==> src/rtl/dcs_pkg.sv <==
package dcs_pkg;

    localparam int unsigned DW_BITS  = 64;
    localparam int unsigned SEL_BITS = DW_BITS / 8;

    typedef logic [DW_BITS-1:0]  dword_t;
    typedef logic [SEL_BITS-1:0] bsel_t;

    typedef enum logic [1:0] {
        ST_IDLE  = 2'd0,
        ST_STORE = 2'd1,
        ST_ZERO  = 2'd2
    } dcs_state_e;

    // One bus beat as seen by the output mux
    typedef struct packed {
        dword_t dat;
        bsel_t  sel;
    } beat_t;

    // A request may join an open batch only when it is a plain store,
    // its tag matches and the batch still has room.
    function automatic logic join_allowed(input logic is_zero,
                                          input logic tag_eq,
                                          input logic room);
        return !is_zero && tag_eq && room;
    endfunction

endpackage

==> src/rtl/dcs_join_ctl.sv <==
module dcs_join_ctl
    import dcs_pkg::*;
#(
    parameter int unsigned TAG_W = 4
) (
    input  dcs_state_e        st,
    input  logic              req_valid,
    input  logic              req_zero,
    input  logic [TAG_W-1:0]  req_tag,
    input  logic [TAG_W-1:0]  open_tag,
    input  logic              slot_room,
    output logic              req_ready,
    output logic              start_store,
    output logic              start_zero,
    output logic              append
);

    always_comb begin
        unique case (st)
            ST_IDLE:  req_ready = 1'b1;
            ST_STORE: req_ready = join_allowed(req_zero, req_tag == open_tag, slot_room);
            default:  req_ready = 1'b0;
        endcase
        start_store = (st == ST_IDLE)  && req_valid && !req_zero;
        start_zero  = (st == ST_IDLE)  && req_valid &&  req_zero;
        append      = (st == ST_STORE) && req_valid &&  req_ready;
    end

endmodule

==> src/rtl/dcs_store_slot.sv <==
module dcs_store_slot
    import dcs_pkg::*;
#(
    parameter int unsigned ADDR_W  = 10,
    parameter int unsigned MAX_OUT = 4
) (
    input  logic              clk,
    input  logic              rst,
    input  logic              load,
    input  logic [ADDR_W-1:0] ld_adr,
    input  beat_t             ld_beat,
    input  logic              bus_stall,
    input  logic              bus_ack,
    output logic              slot_valid,
    output logic [ADDR_W-1:0] slot_adr,
    output beat_t             slot_beat,
    output logic              room,
    output logic              drained_next
);

    localparam int unsigned OUT_W = $clog2(MAX_OUT + 1);
    localparam int unsigned CW    = OUT_W + 1;

    logic [OUT_W-1:0] out_cnt;
    logic [OUT_W-1:0] out_next;
    logic             issue;
    logic [CW-1:0]    inflight;

    assign issue    = slot_valid && !bus_stall;
    assign inflight = CW'(out_cnt) + CW'(slot_valid) - CW'(bus_ack);
    assign room     = (!slot_valid || !bus_stall) && (inflight < CW'(MAX_OUT));
    assign out_next = out_cnt + OUT_W'(issue) - OUT_W'(bus_ack);
    assign drained_next = !load && !(slot_valid && !issue) && (out_next == '0);

    always_ff @(posedge clk) begin
        if (rst) begin
            out_cnt    <= '0;
            slot_valid <= 1'b0;
            slot_adr   <= '0;
            slot_beat  <= '0;
        end else begin
            out_cnt <= out_next;
            if (load) begin
                slot_valid <= 1'b1;
                slot_adr   <= ld_adr;
                slot_beat  <= ld_beat;
            end else if (issue) begin
                slot_valid <= 1'b0;
            end
        end
    end

endmodule

==> src/rtl/dcs_zero_seq.sv <==
module dcs_zero_seq
    import dcs_pkg::*;
#(
    parameter int unsigned ADDR_W    = 10,
    parameter int unsigned LINE_BITS = 3
) (
    input  logic                        clk,
    input  logic                        rst,
    input  logic                        start,
    input  logic [ADDR_W-LINE_BITS-1:0] start_base,
    input  logic                        start_hit,
    input  logic                        active,
    input  logic                        bus_stall,
    input  logic                        bus_ack,
    output logic                        z_stb,
    output logic [ADDR_W-1:0]           z_adr,
    output logic                        cwr_en,
    output logic                        done
);

    localparam int unsigned LINE_DW = 1 << LINE_BITS;
    localparam int unsigned CNT_W   = LINE_BITS + 1;
    localparam int unsigned BASE_W  = ADDR_W - LINE_BITS;

    logic [BASE_W-1:0] base_r;
    logic              hit_r;
    logic [CNT_W-1:0]  iss_cnt;
    logic [CNT_W-1:0]  ack_cnt;

    assign z_stb  = active && (iss_cnt < CNT_W'(LINE_DW));
    assign z_adr  = {base_r, iss_cnt[LINE_BITS-1:0]};
    assign cwr_en = z_stb && !bus_stall && hit_r;
    assign done   = active && bus_ack && (ack_cnt == CNT_W'(LINE_DW - 1));

    always_ff @(posedge clk) begin
        if (rst) begin
            base_r  <= '0;
            hit_r   <= 1'b0;
            iss_cnt <= '0;
            ack_cnt <= '0;
        end else if (start) begin
            base_r  <= start_base;
            hit_r   <= start_hit;
            iss_cnt <= '0;
            ack_cnt <= '0;
        end else if (active) begin
            if (z_stb && !bus_stall) iss_cnt <= iss_cnt + 1'b1;
            if (bus_ack)             ack_cnt <= ack_cnt + 1'b1;
        end
    end

endmodule

==> src/rtl/dcs_store_path.sv <==
module dcs_store_path
    import dcs_pkg::*;
#(
    parameter int unsigned ADDR_W    = 10,
    parameter int unsigned LINE_BITS = 3,
    parameter int unsigned SET_BITS  = 3,
    parameter int unsigned MAX_OUT   = 4
) (
    input  logic                          clk,
    input  logic                          rst,
    input  logic                          req_valid,
    input  logic                          req_zero,
    input  logic                          req_hit,
    input  logic [ADDR_W-1:0]             req_adr,
    input  logic [63:0]                   req_data,
    input  logic [7:0]                    req_sel,
    output logic                          req_ready,
    output logic                          wb_cyc,
    output logic                          wb_stb,
    output logic                          wb_we,
    output logic [ADDR_W-1:0]             wb_adr,
    output logic [63:0]                   wb_dat,
    output logic [7:0]                    wb_sel,
    input  logic                          wb_stall,
    input  logic                          wb_ack,
    output logic                          cwr_en,
    output logic [LINE_BITS+SET_BITS-1:0] cwr_row
);

    localparam int unsigned TAG_LSB = LINE_BITS + SET_BITS;
    localparam int unsigned TAG_W   = ADDR_W - TAG_LSB;

    dcs_state_e        st, st_next;
    logic [TAG_W-1:0]  open_tag;
    logic [TAG_W-1:0]  req_tag;

    logic              start_store, start_zero, append;
    logic              slot_valid, slot_room, drained_next;
    logic [ADDR_W-1:0] slot_adr;
    beat_t             slot_beat;
    beat_t             req_beat;

    logic              z_stb, z_done, z_active;
    logic [ADDR_W-1:0] z_adr;

    assign req_tag  = req_adr[ADDR_W-1:TAG_LSB];
    assign req_beat = '{dat: req_data, sel: req_sel};
    assign z_active = (st == ST_ZERO);

    dcs_join_ctl #(.TAG_W(TAG_W)) join_i (
        .st          (st),
        .req_valid   (req_valid),
        .req_zero    (req_zero),
        .req_tag     (req_tag),
        .open_tag    (open_tag),
        .slot_room   (slot_room),
        .req_ready   (req_ready),
        .start_store (start_store),
        .start_zero  (start_zero),
        .append      (append)
    );

    dcs_store_slot #(.ADDR_W(ADDR_W), .MAX_OUT(MAX_OUT)) slot_i (
        .clk          (clk),
        .rst          (rst),
        .load         (start_store || append),
        .ld_adr       (req_adr),
        .ld_beat      (req_beat),
        .bus_stall    (wb_stall),
        .bus_ack      (wb_ack && (st == ST_STORE)),
        .slot_valid   (slot_valid),
        .slot_adr     (slot_adr),
        .slot_beat    (slot_beat),
        .room         (slot_room),
        .drained_next (drained_next)
    );

    dcs_zero_seq #(.ADDR_W(ADDR_W), .LINE_BITS(LINE_BITS)) zero_i (
        .clk        (clk),
        .rst        (rst),
        .start      (start_zero),
        .start_base (req_adr[ADDR_W-1:LINE_BITS]),
        .start_hit  (req_hit),
        .active     (z_active),
        .bus_stall  (wb_stall),
        .bus_ack    (wb_ack),
        .z_stb      (z_stb),
        .z_adr      (z_adr),
        .cwr_en     (cwr_en),
        .done       (z_done)
    );

    always_comb begin
        st_next = st;
        unique case (st)
            ST_IDLE: begin
                if (start_zero)       st_next = ST_ZERO;
                else if (start_store) st_next = ST_STORE;
            end
            ST_STORE: if (drained_next) st_next = ST_IDLE;
            ST_ZERO:  if (z_done)       st_next = ST_IDLE;
            default:  st_next = ST_IDLE;
        endcase
    end

    always_ff @(posedge clk) begin
        if (rst) begin
            st       <= ST_IDLE;
            open_tag <= '0;
        end else begin
            st <= st_next;
            if (start_store) open_tag <= req_tag;
        end
    end

    always_comb begin
        wb_cyc = (st != ST_IDLE);
        wb_we  = wb_cyc;
        if (st == ST_ZERO) begin
            wb_stb = z_stb;
            wb_adr = z_adr;
            wb_dat = '0;
            wb_sel = '1;
        end else begin
            wb_stb = slot_valid;
            wb_adr = slot_adr;
            wb_dat = slot_beat.dat;
            wb_sel = slot_beat.sel;
        end
    end

    assign cwr_row = z_adr[TAG_LSB-1:0];

endmodule

==> config.mk <==
export PLATFORM = sky130hd
export DESIGN_NAME = dcs_store_path
export DESIGN_NICKNAME = d
export VERILOG_FILES = /design/src/rtl/dcs_pkg.sv /design/src/rtl/dcs_join_ctl.sv /design/src/rtl/dcs_store_slot.sv /design/src/rtl/dcs_zero_seq.sv /design/src/rtl/dcs_store_path.sv
export SDC_FILE = /design/constraint.sdc
export NUM_CORES = 1
export LEC_CHECK = 0
export ABC_AREA = 1
export BUFFER_PORTS_ARGS = -buffer_cell sky130_fd_sc_hd__buf_2
export CORE_ASPECT_RATIO = 0.9
export CORE_MARGIN = 10
export CORE_UTILIZATION = 35
export DETAILED_ROUTE_END_ITERATION = 7
export SYNTH_ARGS = -nofsm -noshare
export SYNTH_HDL_FRONTEND = slang
export SYNTH_SLANG_ARGS = --single-unit
==> constraint.sdc <==
create_clock -name clk -period 3.5 [get_ports clk]
set_input_delay 0.175 -clock clk [delete_from_list [all_inputs] [get_ports clk]]
set_output_delay 0.175 -clock clk [all_outputs]
set_load 0.01 [all_outputs]
# Word-level counts from Yosys, hierarchy flattened
# Index checks and enable logic that the tools add are counted.
[classes]
add_sub_neg = 6
mul = 0
n_div = 0
magnitude_cmp = 2
eq_ne = 7
n_shift = 0
mux = 12
bitwise = 0
reduce_logical = 34
[ops]
columns = ["op", "n"]
rows = [
  ["64-bit 2-to-1 mux", 1],
  ["1-bit logical AND", 18],
  ["10-bit 2-to-1 mux", 1],
  ["4-bit by 1-bit adder with 4-bit output (second input constant)", 2],
  ["2-bit 2-to-1 mux", 4],
  ["8-bit 2-to-1 mux", 1],
  ["1-bit zero test", 6],
  ["2-bit one-hot mux with 3 select lines", 1],
  ["3-bit by 1-bit adder with 4-bit output", 1],
  ["4-bit by 3-bit == test with 1-bit output (second input constant)", 1],
  ["4-bit == test", 1],
  ["4-bit by 3-bit less-than comparator with 1-bit output (second input constant)", 1],
  ["4-bit less-than comparator (second input constant)", 1],
  ["2-bit != test (second input constant)", 2],
  ["2-bit AND reduction", 2],
  ["2-bit nonzero test", 2],
  ["4-bit by 1-bit subtractor with 4-bit output", 1],
  ["3-bit by 1-bit adder with 3-bit output", 1],
  ["3-bit zero test", 1],
  ["1-bit 2-to-1 mux", 3],
  ["3-bit by 2-bit != test with 1-bit output (second input constant)", 1],
  ["3-bit AND reduction", 1],
  ["3-bit by 1-bit subtractor with 3-bit output", 1],
  ["2-bit by 1-bit == test with 1-bit output (second input constant)", 1],
  ["other kinds (5)", 6],
]
[word_totals]
regBits = 108
latchBits = 0
ram_bits = 0
mem_bits_ro = 0
input_bits = 89
out_inout_bits = 93
word_cells = 72
mem_count = 0

# Depth between registers and ports, before layout
# Gate-level depths: netlist (run 1).
[logic_depth]
word_depth = 14
depth_mapped = 16
depth_no_buf = 15

# Cells and area by module
# A second synthesis (run 1) with hierarchy kept.
[hier_totals]
hier_cells = 751
hier_area_um2 = 5121.2
[modules_own_cells]
columns = ["mod", "n_inst", "cells_each", "area_each_um2", "seq_area_each_um2"]
rows = [
  ["dcs_store_slot", 1, 402, 3231.8, 1721.7],
  ["dcs_store_path", 1, 223, 1041.0, 120.1],
  ["dcs_zero_seq", 1, 96, 714.4, 320.3],
  ["dcs_join_ctl", 1, 30, 133.9, 0.0],
]

# Worst setup path after synthesis (run 1)
# OpenSTA, ideal clock, no wires.
[synth_timing]
path_type = "register to register"
from = "register st[0]"
to = "register slot_i.slot_adr[0]"
setup_ns = 0.116
arrival_ns = 1.836
t_required_ns = 3.384
path_slack_ns = 1.548
path_stages_with_launch = 17
path_buffers = 2
period_less_slack_ns = 1.952
cell_sequence = "dfxtp_1 > inv_1 > nor2_1 > nand3_1 > ha_1 > nand2_1 > inv_1 > nand3_1 > nand2_1 > nand2_1 > nand4_1 > nand2_2 > inv_2 > buf_6 > buf_6 > nor2_1 > nor2_1"
[synth_via]
elab_chain_cells = 9
elab_cells_between_ends = 13
classes_between = "1 x add/sub; 1 x order compare; 1 x eq/ne; 1 x mux; 9 x reduce/logical"
[synth_rtl]
columns = ["item", "line_no", "source"]
rows = [
  ["start, declared", "dcs_store_path.sv:33", "dcs_state_e st, st_next;"],
  ["start signal, assigned", "dcs_store_path.sv:111", "st <= st_next;"],
  ["2-bit by 1-bit == test with 1-bit output", "dcs_join_ctl.sv:19, dcs_join_ctl.sv:26, dcs_store_path.sv:70", ""],
  ["1-bit logical AND", "dcs_store_path.sv:70", ".bus_ack (wb_ack && (st == ST_STORE)),"],
  ["4-bit by 1-bit subtractor with 4-bit output", "dcs_store_slot.sv:30", "assign inflight = CW'(out_cnt) + CW'(slot_valid) - CW'(bus_ack);"],
  ["4-bit by 3-bit less-than comparator with 1-bit output", "dcs_store_slot.sv:31", "assign room = (!slot_valid || !bus_stall) && (inflight < CW'(MAX_OUT));"],
  ["1-bit logical AND", "dcs_store_slot.sv:31", ""],
  ["1-bit logical AND", "dcs_pkg.sv:26", "return !is_zero && tag_eq && room;"],
  ["1-bit one-hot mux with 2 select lines", "dcs_join_ctl.sv:19", "unique case (st)"],
  ["1-bit logical AND", "dcs_join_ctl.sv:26", "append = (st == ST_STORE) && req_valid && req_ready;"],
  ["1-bit logical OR (*)", "dcs_store_path.sv:66", ".load (start_store || append),"],
  ["end signal, assigned", "dcs_store_slot.sv:45", "slot_adr <= ld_adr;"],
  ["end, declared", "dcs_store_slot.sv:15", "output logic [ADDR_W-1:0] slot_adr,"],
]
# Every way passes the cells marked *; elsewhere a longest branch is shown, timed or not.
# A chain may end at the register's enable or synchronous reset.

# Worst setup path in the final report (run 1)
[layout_timing]
from = "register st[0]"
to = "register, netlist name slot_i.slot_beat[52]"
[layout_via]
elab_chain_cells = 9
elab_cells_between_ends = 13
classes_between = "1 x add/sub; 1 x order compare; 1 x eq/ne; 1 x mux; 9 x reduce/logical"
[layout_rtl]
columns = ["item", "line_no"]
rows = [
  ["2-bit by 1-bit == test with 1-bit output", "dcs_join_ctl.sv:19, dcs_join_ctl.sv:26, dcs_store_path.sv:70"],
  ["1-bit logical AND", "dcs_store_path.sv:70"],
  ["4-bit by 1-bit subtractor with 4-bit output", "dcs_store_slot.sv:30"],
  ["4-bit by 3-bit less-than comparator with 1-bit output", "dcs_store_slot.sv:31"],
  ["1-bit logical AND", "dcs_store_slot.sv:31"],
  ["1-bit logical AND", "dcs_pkg.sv:26"],
  ["1-bit one-hot mux with 2 select lines", "dcs_join_ctl.sv:19"],
  ["1-bit logical AND", "dcs_join_ctl.sv:26"],
  ["1-bit logical OR (*)", "dcs_store_path.sv:66"],
]
# Marks and branches as above.

==> results of run 1 <==
[through the flow]
| step | utilization [%] | power (mW) | hold slack (ns) | instance area [sq um] | setup WS, ns |
|---|---|---|---|---|---|
| finish | 44.8 | 2.87 | 0.0431 | 6010 | 1.14 |
| global route | 44.8 | 3.05 | 0.0358 | 6010 | 0.838 |
| CTS | 44.8 | 2.92 | 0.0284 | 6010 | 1.14 |
| detailed placement | 42.8 | 1.96 | 0.401 | 5740 | 1.16 |
| global placement | 42.8 | 1.96 | 0.395 | 5740 | 1.21 |
| floorplan | - | 1.75 | 0.242 | 4810 | 1.55 |
[report_power, final]
group / total [mW] / switching (mW) / internal (mW)
Sequential: 1.37 / 0.0470 / 1.33
Clock: 0.948 / 0.439 / 0.509
Combinational: 0.553 / 0.337 / 0.216
[state kept, by name, indices dropped and copies added (netlist names)]
signal             flops
zero_i.iss_cnt         4
slot_i.slot_valid      1
zero_i.ack_cnt         4
st                     2
slot_i.slot_adr       10
slot_i.out_cnt         3
open_tag               4
zero_i.base_r          7
slot_i.slot_beat      72
zero_i.hit_r           1
[worst max-delay path, stage by stage, from the launching register on]
cell	delay, ns
dfxtp_1	0.45
inv_1	0.07
nor2_1	0.12
nand3_1	0.08
ha_1	0.27
nand2_1	0.06
inv_1	0.03
nand3_1	0.09
nand2_1	0.05
nand2_1	0.07
nand4_1	0.11
nand2_2	0.17
buf_4	0.42
o21ai_0	0.14
nor2_1	0.11
[cells in the mapped netlist]
cell / count / area (sq um)
and3_1: 1 / 6.26
nor2_2: 1 / 6.26
buf_4: 11 / 82.6
nand2_2: 1 / 6.26
a21oi_1: 24 / 120
inv_1: 101 / 379
inv_2: 5 / 18.8
nand2_1: 44 / 165
buf_1: 1 / 3.75
nor2_1: 244 / 916
clkbuf_1: 23 / 86.3
buf_6: 3 / 33.8
or2_2: 8 / 50.1
dfxtp_1: 108 / 2160
nor3b_1: 1 / 7.51
buf_2: 8 / 40.0
nand3_2: 1 / 10.0
nand4_1: 5 / 31.3
o21ai_1: 28 / 140
ha_1: 5 / 62.6
xnor2_1: 2 / 17.5
fa_1: 1 / 20.0
o21ai_0: 80 / 400
nand3b_1: 1 / 7.51
nand3_1: 7 / 35.0
[area by class of cell]
cell class / count / share of cell area (%)
Sequential cell: 108 / 36.0
Multi-Input combinational cell: 454 / 33.4
Timing Repair Buffer: 187 / 16.0
Inverter: 106 / 6.63
Clock buffer: 11 / 4.21
Tap cell: 168 / 3.50
Clock inverter: 2 / 0.208
[per-layer routing]
metal	track usage [%]	vias up	wire (um)
met5	0	-	0
met4	3.23	0	95
met3	7.74	9	1350
met2	22.7	113	6330
met1	17.9	2074	6170
li1	-	2470	-
[worst paths after layout]
kind / startpoint / to / cells after the start
setup / recovery: st[0] / slot_i.slot_beat[52] / 14
hold / removal: req_data[4] / slot_i.slot_beat[12] / 3
setup reg to reg: st[0] / slot_i.slot_beat[52] / 14
hold reg to reg: zero_i.base_r[3] / zero_i.base_r[3] / 2
[logic make-up after synthesis]
group | count (synthesis) | synth area share [%]
flip-flops | 108 | 45.0
AO/OA/AOI/OAI | 132 | 13.7
buffers and inverters | 152 | 13.4
adder cells (fa/ha/maj) | 6 | 1.72
AND/OR/NAND/NOR | 314 | 25.8
XOR/XNOR | 2 | 0.364
==> results.json, run 1 <==
{
  "synth_area_sq_mm": 0.00481,
  "cts_made_buffers": 9,
  "avgRoutedWirePerCell_um": 13.5,
  "cts_setup_buffers": 0,
  "core-area_sq_mm": 0.0134,
  "critPathRequiredTime_ns": 3.78,
  "routed_wl_um": 13900,
  "grt_setup_unrepaired": "no",
  "layout_common_cells": "244 x nor2_1, 181 x buf_2, 108 x dfxtp_1, 100 x inv_1, 80 x o21ai_0",
  "criticalPathCategory": "flop to flop",
  "synth.ff_latch_count": 108,
  "cts_hold_buf": 0,
  "numClockSinks": 108,
  "num_vias": 4666,
  "drcViolationCount": 0,
  "grt_max_degree": 80,
  "final_common_cell": "nor2_1",
  "hold_path.class": "input port to flop",
  "outcome": "complete, no violations",
  "nFillCells": 1463,
  "cts_tree": "built",
  "area_delta_synth_final_pct": 24.9,
  "vdd_drop_max_v": 0.000280,
  "yosysSeqAreaShare_pct": 45.0,
  "final_antenna_net_count": 0,
  "avgSynthCellArea_sq_um": 6.73,
  "r2r_slack_ns": 1.14,
  "rows": 40,
  "clk_pin_slew_ns": 0.07,
  "synth_cell_type_count": 25,
  "cp-end-kind": "flop",
  "drive_gt1_share_pct": 25.0,
  "synth_cells": 714,
  "drt_iter0_markers": 254,
  "clk_path_buf_depth": 2,
  "antenna_found_initial": 0,
  "period_needed_ns": 2.36,
  "dieHeight_um": 131,
  "ios": 182,
  "p_per_area_mw_per_mm2": 478,
  "cp_max_fo": 41,
  "synth_fp_nets": 809,
  "skew_ns": 0.00624,
  "post-dp-hpwl_um": 9710,
  "nets": 961,
  "hold_violations": 0,
  "yosys_warnings": 0,
  "slew_viol_final": 0,
  "tns_ns": 0,
  "drv_cap": 0,
  "port_buffers": 181,
  "power.leakage_nw": 3.06,
  "dp.cells": 1023,
  "relSlewSlack_pct": 47.1,
  "layoutNonFillerInstCount": 1036,
  "die_w_um": 144,
  "grt_usage_pct": 14.8,
  "multiInputGateArea_sq_mm": 0.00201,
  "dieArea_sq_mm": 0.0188,
  "vias_per_cell": 4.50,
  "register_area_sq_mm": 0.00216,
  "clk_latency_ns": 0.35,
  "htreeDepth": 3,
  "crit_arrival_ns": 2.64,
  "critPathLaunchType": "flop",
  "tightest_slew_ns": 0.793,
  "grt.overflow.total": 0,
  "fmax_mhz": 424,
  "first_global_vias": 4543,
  "grt_pass1_wl_um": 22900,
  "period_share_pct": 67.4,
  "start_util_pct": 35.8,
  "root_buffer": "clkbuf_16",
  "dr.pass1.iters": 4,
  "diodes": 0,
  "cts_resized": 0,
  "setup-violations-final": 0,
  "gp_congestion": 0.796
}
No activity file was read; power rests on OpenSTA's default activity.
==> run 2, diff against run 1 <==
==> constraint.sdc (replaced) <==
create_clock -name clk -period 2.3 [get_ports clk]
set_input_delay 0.115 -clock clk [delete_from_list [all_inputs] [get_ports clk]]
set_output_delay 0.115 -clock clk [all_outputs]
set_load 0.01 [all_outputs]
==> run 2 against run 1 <==
  * Largest cell class unchanged
  * Final cell count grew 7.7%
  * Worst setup slack got worse by 0.90 ns
  * Global-route usage rose by 0.47 points
==> results.json, run 2 (synthesis results as in run 1) <==
{
  "period_needed_ns": 2.06,
  "skew_ns": 0.00617,
  "dr.pass1.iters": 4,
  "setup-violations-final": 0,
  "routed_wl_um": 14800,
  "final_common_cell": "nor2_1",
  "cts_resized": 0,
  "crit_chain": "inv_1 > nor2_1 > nand3_1 > ha_1 > nand2_1 > inv_1 > nand3_1 > nand2_1 > nand2_1 > nand4_1 > nand2_2 > inv_2 > buf_12 > nor2_1 > nor2_1",
  "reg.largest.list": "slot_i.slot_beat x72, slot_i.slot_adr x10, zero_i.base_r x7",
  "cpPeakStageDelay_ns": 0.33,
  "outcome": "complete, no violations",
  "dp.cells": 1030,
  "slowest_stage": "dfxtp_1",
  "dp_slack_ns": 0.280,
  "clk_pin_slew_ns": 0.07,
  "drcViolationCount": 0,
  "port_buffers": 181,
  "power.leakage_nw": 3.41,
  "num_vias": 5043,
  "p_per_area_mw_per_mm2": 675,
  "htreeDepth": 3,
  "grt_usage_pct": 15.3,
  "layout_common_cells": "244 x nor2_1, 181 x buf_2, 108 x dfxtp_1, 100 x inv_1, 80 x o21ai_0",
  "diodes": 0,
  "final_area_sq_mm": 0.00683,
  "grt_setup_unrepaired": "no",
  "vdd_drop_max_v": 0.000475,
  "power_frac_clock_pct": 33.7,
  "power_switching_mw": 1.30,
  "cts_made_buffers": 9,
  "cts_setup_buffers": 0,
  "cp_max_fo": 38,
  "tightest_slew_ns": 0.461,
  "fmax_mhz": 486,
  "regMostFlops": "slot_i.slot_beat",
  "period_share_pct": 89.5,
  "avgRoutedWirePerCell_um": 13.2,
  "largest_reg_flops": 72,
  "layoutNonFillerInstCount": 1116,
  "grt.overflow.total": 0,
  "final_antenna_net_count": 0,
  "drive_gt1_share_pct": 23.7,
  "ios": 182,
  "slew_viol_final": 0,
  "cp-end-kind": "flop",
  "area_delta_synth_final_pct": 42.1,
  "fin_ws_ns": 0.241,
  "cts_hold_buf": 71,
  "hold_violations": 0,
  "rows": 40,
  "criticalPathCategory": "flop to flop",
  "gp_congestion": 0.799,
  "cts_tree": "built",
  "dieArea_sq_mm": 0.0188,
  "post-dp-hpwl_um": 10100,
  "hold_path.class": "input port to flop",
  "sw_frac_of_total_pct": 28.1,
  "drv_cap": 0,
  "grt_max_degree": 54,
  "dieHeight_um": 131,
  "die_w_um": 144,
  "r2r_slack_ns": 0.24,
  "nets": 1039,
  "clk_path_buf_depth": 2,
  "grt_pass1_wl_um": 23900,
  "seqPwrFrac_pct": 45.3,
  "dpl_cell_area_sq_mm": 0.00583,
  "comb_power_share_pct": 21.1,
  "intPower_mw": 3.31,
  "core-area_sq_mm": 0.0134,
  "crit_arrival_ns": 2.30,
  "critPathLaunchType": "flop",
  "drt_iter0_markers": 214,
  "first_global_vias": 5011,
  "tns_ns": 0,
  "numClockSinks": 108,
  "clk_latency_ns": 0.35,
  "root_buffer": "clkbuf_16",
  "critPathRequiredTime_ns": 2.54,
  "antenna_found_initial": 0,
  "vias_per_cell": 4.52,
  "relSlewSlack_pct": 69.3,
  "start_util_pct": 35.8
}
-- run 2: changes by cell type in the layout (fill, tap and decap cells not counted) --
| cell | change |
|---|---|
| bufinv_16 | +1 |
| buf_12 | +3 |
| dlygate4sd3_1 | +71 |
| buf_4 | +4 |
| clkinvlp_4 | +1 |
| clkbuf_8 | -1 |
| clkbuf_1 | +1 |
-- run 2: path summary, 6_finish.rpt --
path / endpoint / start / depth (start not counted)
hold / removal: slot_i.slot_beat[17] / req_data[9] / 3
hold reg to reg: zero_i.base_r[3] / zero_i.base_r[3] / 2
setup / recovery: slot_i.slot_beat[37] / st[0] / 15
setup reg to reg: slot_i.slot_beat[37] / st[0] / 15
-- run 2: power groups by stage --
stage,clock network (mW),registers [mW],logic (mW)
finish,1.55,2.09,0.972
floorplan,0,2.11,0.543
global placement,0,2.13,0.881
detailed placement,0,2.13,0.882
CTS,1.60,2.09,0.980
global route,1.66,2.11,1.09
-- run 2: layer usage --
| layer | routed length (um) | track usage [%] |
|---|---|---|
| met4 | 116 | 2.72 |
| met2 | 6950 | 25.3 |
| met5 | 0 | 0 |
| met3 | 1210 | 6.81 |
| met1 | 6480 | 17.8 |
-- run 2: worst max-delay path: cells and delay by family (launching register included) --
family	cells	cell delay (ns)
flops	1	0.33
fa+ha+maj	1	0.27
buf+inv	4	0.33
simple gates	10	1.01
-- run 2: per-stage QoR --
step	util (%)	hold WS (ns)	total power, mW
floorplan	-	0.182	2.66
global placement	43.5	0.336	3.01
detailed placement	43.5	0.343	3.01
CTS	51.0	0.000153	4.67
global route	51.0	0.0174	4.86
finish	51.0	0.0113	4.61
-- run 2: final cells by class --
| cell class | count | area, sq um |
|---|---|---|
| repair buffers | 265 | 1760 |
| flip-flops and latches | 108 | 2160 |
| well taps | 168 | 210 |
| clock buffers | 11 | 243 |
| clock inverters | 4 | 50.0 |
| fillers | 1339 | 6580 |
| multi-input cells | 454 | 2010 |
| inverters | 106 | 398 |
==> run 3, diff against run 2 <==
--- a/config.mk
+++ b/config.mk
@@ -5,12 +5,14 @@
 export SDC_FILE = /design/constraint.sdc
 export NUM_CORES = 1
 export LEC_CHECK = 0
-export ABC_AREA = 1
 export BUFFER_PORTS_ARGS = -buffer_cell sky130_fd_sc_hd__buf_2
+export CELL_PAD_IN_SITES_DETAIL_PLACEMENT = 1
+export CELL_PAD_IN_SITES_GLOBAL_PLACEMENT = 1
 export CORE_ASPECT_RATIO = 0.9
-export CORE_MARGIN = 10
+export CORE_MARGIN = 5
 export CORE_UTILIZATION = 35
 export DETAILED_ROUTE_END_ITERATION = 7
+export PLACE_DENSITY_LB_ADDON = 0.1
 export SYNTH_ARGS = -nofsm -noshare
 export SYNTH_HDL_FRONTEND = slang
 export SYNTH_SLANG_ARGS = --single-unit
==> run 3 against run 2 <==
  * Count of clock-buffer cells in the layout unchanged
  * Final area up 5.8%
  * Routed wire length grew 5.1%
  * Sequential cell count is the same
  * Core utilization is 4.3 points lower
  * Critical endpoint is now slot_i.slot_beat[5]
  * Global-route usage up 1.5 points
  * Synthesized area rose by 15%
==> results.json, run 3 <==
{
  "outcome": "complete, no violations",
  "synth_fp_nets": 714,
  "grt.overflow.total": 0,
  "drt_iter0_markers": 140,
  "dieHeight_um": 129,
  "drive_gt1_share_pct": 29.5,
  "synth_most_common_cell": "nand2b_1",
  "largest_reg_flops": 72,
  "final_util_pct": 46.7,
  "final_common_cell": "buf_2",
  "drv_cap": 0,
  "cts_tree": "built",
  "relSlewSlack_pct": 57.5,
  "cp-end-kind": "flop",
  "regMostFlops": "slot_i.slot_beat",
  "dieArea_sq_mm": 0.0185,
  "hold_violations": 0,
  "wl_met1_um": 6960,
  "synth_flop_cell": "dfxtp_1",
  "cp_max_fo": 9,
  "power.leakage_nw": 3.67,
  "ios": 182,
  "crit_arrival_ns": 2.54,
  "final_antenna_net_count": 0,
  "post-dp-hpwl_um": 11100,
  "cts_made_buffers": 9,
  "nets": 889,
  "num_vias": 4681,
  "period_share_pct": 98.3,
  "rows": 43,
  "clk_pin_slew_ns": 0.07,
  "wl_met3_um": 1030,
  "setup-violations-final": 0,
  "root_buffer": "clkbuf_16",
  "period_needed_ns": 2.26,
  "antenna_found_initial": 3,
  "synth_cells": 619,
  "start_util_pct": 35.8,
  "routed_wl_um": 15500,
  "grt_max_degree": 84,
  "synth.ff_latch_count": 108,
  "whs_ns": 0.0173,
  "avgSynthCellArea_sq_um": 8.97,
  "grt_usage_pct": 16.8,
  "core-area_sq_mm": 0.0155,
  "port_buffers": 181,
  "avgRoutedWirePerCell_um": 15.5,
  "fmax_mhz": 442,
  "htreeDepth": 3,
  "hold_path.class": "input port to flop",
  "grt_pass1_wl_um": 25000,
  "clk_path_buf_depth": 2,
  "reg.largest.list": "slot_i.slot_beat x72, slot_i.slot_adr x10, zero_i.base_r x7",
  "clk_latency_ns": 0.35,
  "die_w_um": 143,
  "layoutNonFillerInstCount": 1001,
  "critPathLaunchType": "flop",
  "drcViolationCount": 0,
  "r2r_slack_ns": 0.04,
  "dr.pass1.iters": 4,
  "diodes": 0,
  "synth_area_sq_mm": 0.00555,
  "skew_ns": 0.00668,
  "dp.cells": 976,
  "critPathRequiredTime_ns": 2.58,
  "ys_async_sr_fraction_pct": 0,
  "yosys_warnings": 0,
  "wl_met2_um": 7230,
  "area_delta_synth_final_pct": 30.3,
  "synth_top_area_share_pct": 38.9,
  "first_global_vias": 5027,
  "top_layer_used": "met5",
  "layout_common_cells": "180 x buf_2, 173 x nand2b_1, 106 x dfxtp_1, 84 x mux2i_1, 65 x and2_1",
  "synth_cell_type_count": 32,
  "ys_top_cells_by_area": "dfxtp_1 39%, nand2b_1 20%, mux2i_1 16%",
  "synth_top_cell_by_area": "dfxtp_1",
  "gp_congestion": 0.778,
  "p_per_area_mw_per_mm2": 636,
  "grt_setup_unrepaired": "yes",
  "criticalPathCategory": "flop to flop",
  "numClockSinks": 108,
  "tightest_slew_ns": 0.635,
  "yosysSeqAreaShare_pct": 38.9,
  "yosys-top-cells-count": "174 x nand2b_1, 108 x dfxtp_1, 87 x mux2i_1",
  "slew_viol_final": 0,
  "vdd_drop_max_v": 0.000367,
  "vias_per_cell": 4.68,
  "synth_edf_count": 0
}
## run 3: cell types whose count changed in the layout (fill, tap and decap cells not counted), sizes merged, moves of 65 or more
cell,before,now
mux2i,0,87
o21ai,108,5
dlygate4sd3,71,5
and2,0,65
inv,106,6
nand2b,0,174
nor2,245,18
## run 3: area by class of cell
class	count	area, sq um
multi-input combinational	457	3170
clock inverter	5	52.6
tap	202	253
sequential	108	2160
clock buffer	11	233
inverter	6	22.5
timing repair buffer	212	1340
fill	1845	8260
## run 3: worst paths after layout
path,start,cells past startpoint,endpoint
hold reg to reg,zero_i.hit_r,2,zero_i.hit_r
setup / recovery,st[1],9,slot_i.slot_beat[5]
hold / removal,req_data[8],3,slot_i.slot_beat[16]
setup reg to reg,st[1],9,slot_i.slot_beat[5]
## run 3: timing repair
item,4_1_cts,5_1_grt
resized for setup,12,7
cloned,2,2
hold buffers,5,0
setup buffers,1,0
endpoints found under the setup margin,67,73
endpoints found under the hold margin,5,0
pin swaps,3,3
## run 3: logic make-up after synthesis
family                   Yosys count  synth area share (%)
AND/OR/NAND/NOR                  329                  34.1
flip-flops                       108                  38.9
multiplexers                      88                  16.0
buffers and inverters             54                  5.20
AO/OA/AOI/OAI                     23                  2.61
XOR/XNOR                          11                  1.74
adder cells (fa/ha/maj)            6                  1.49
## run 3: worst max-delay path: stages (launching register included)
cell       delay, ns
dfxtp_2         0.32
nand3b_4        0.17
or2_4           0.27
ha_4            0.22
a31oi_4         0.15
mux2_4          0.33
a21oi_4         0.17
buf_12          0.20
clkbuf_16       0.18
mux2i_1         0.18
## run 3: metal layers
layer / vias to the layer above / track usage, %
met1: 2220 / 21.2
met2: 124 / 27.8
met4: 6 / 5.03
met5: - / 0
met3: 22 / 5.06
li1: 2309 / -
## run 3: metrics by stage
| stage | area (sq um) | setup TNS [ns] | setup WS (ns) | power [mW] |
|---|---|---|---|---|
| floorplan | 5550 | 0 | 0.0321 | 2.65 |
| global placement | 6720 | -0.0252 | -0.0252 | 2.99 |
| detailed placement | 6720 | -0.461 | -0.179 | 3.02 |
| CTS | 7180 | -0.104 | -0.0165 | 4.67 |
| global route | 7230 | -2.44 | -0.0825 | 4.83 |
| finish | 7230 | 0 | 0.0387 | 4.60 |
## run 3: where the power goes
group / internal (mW) / total (mW) / leakage, nW / switching [mW]
clock: 0.841 / 1.55 / 0.139 / 0.707
sequential: 1.98 / 2.04 / 0.881 / 0.0616
combinational: 0.505 / 1.01 / 2.65 / 0.502
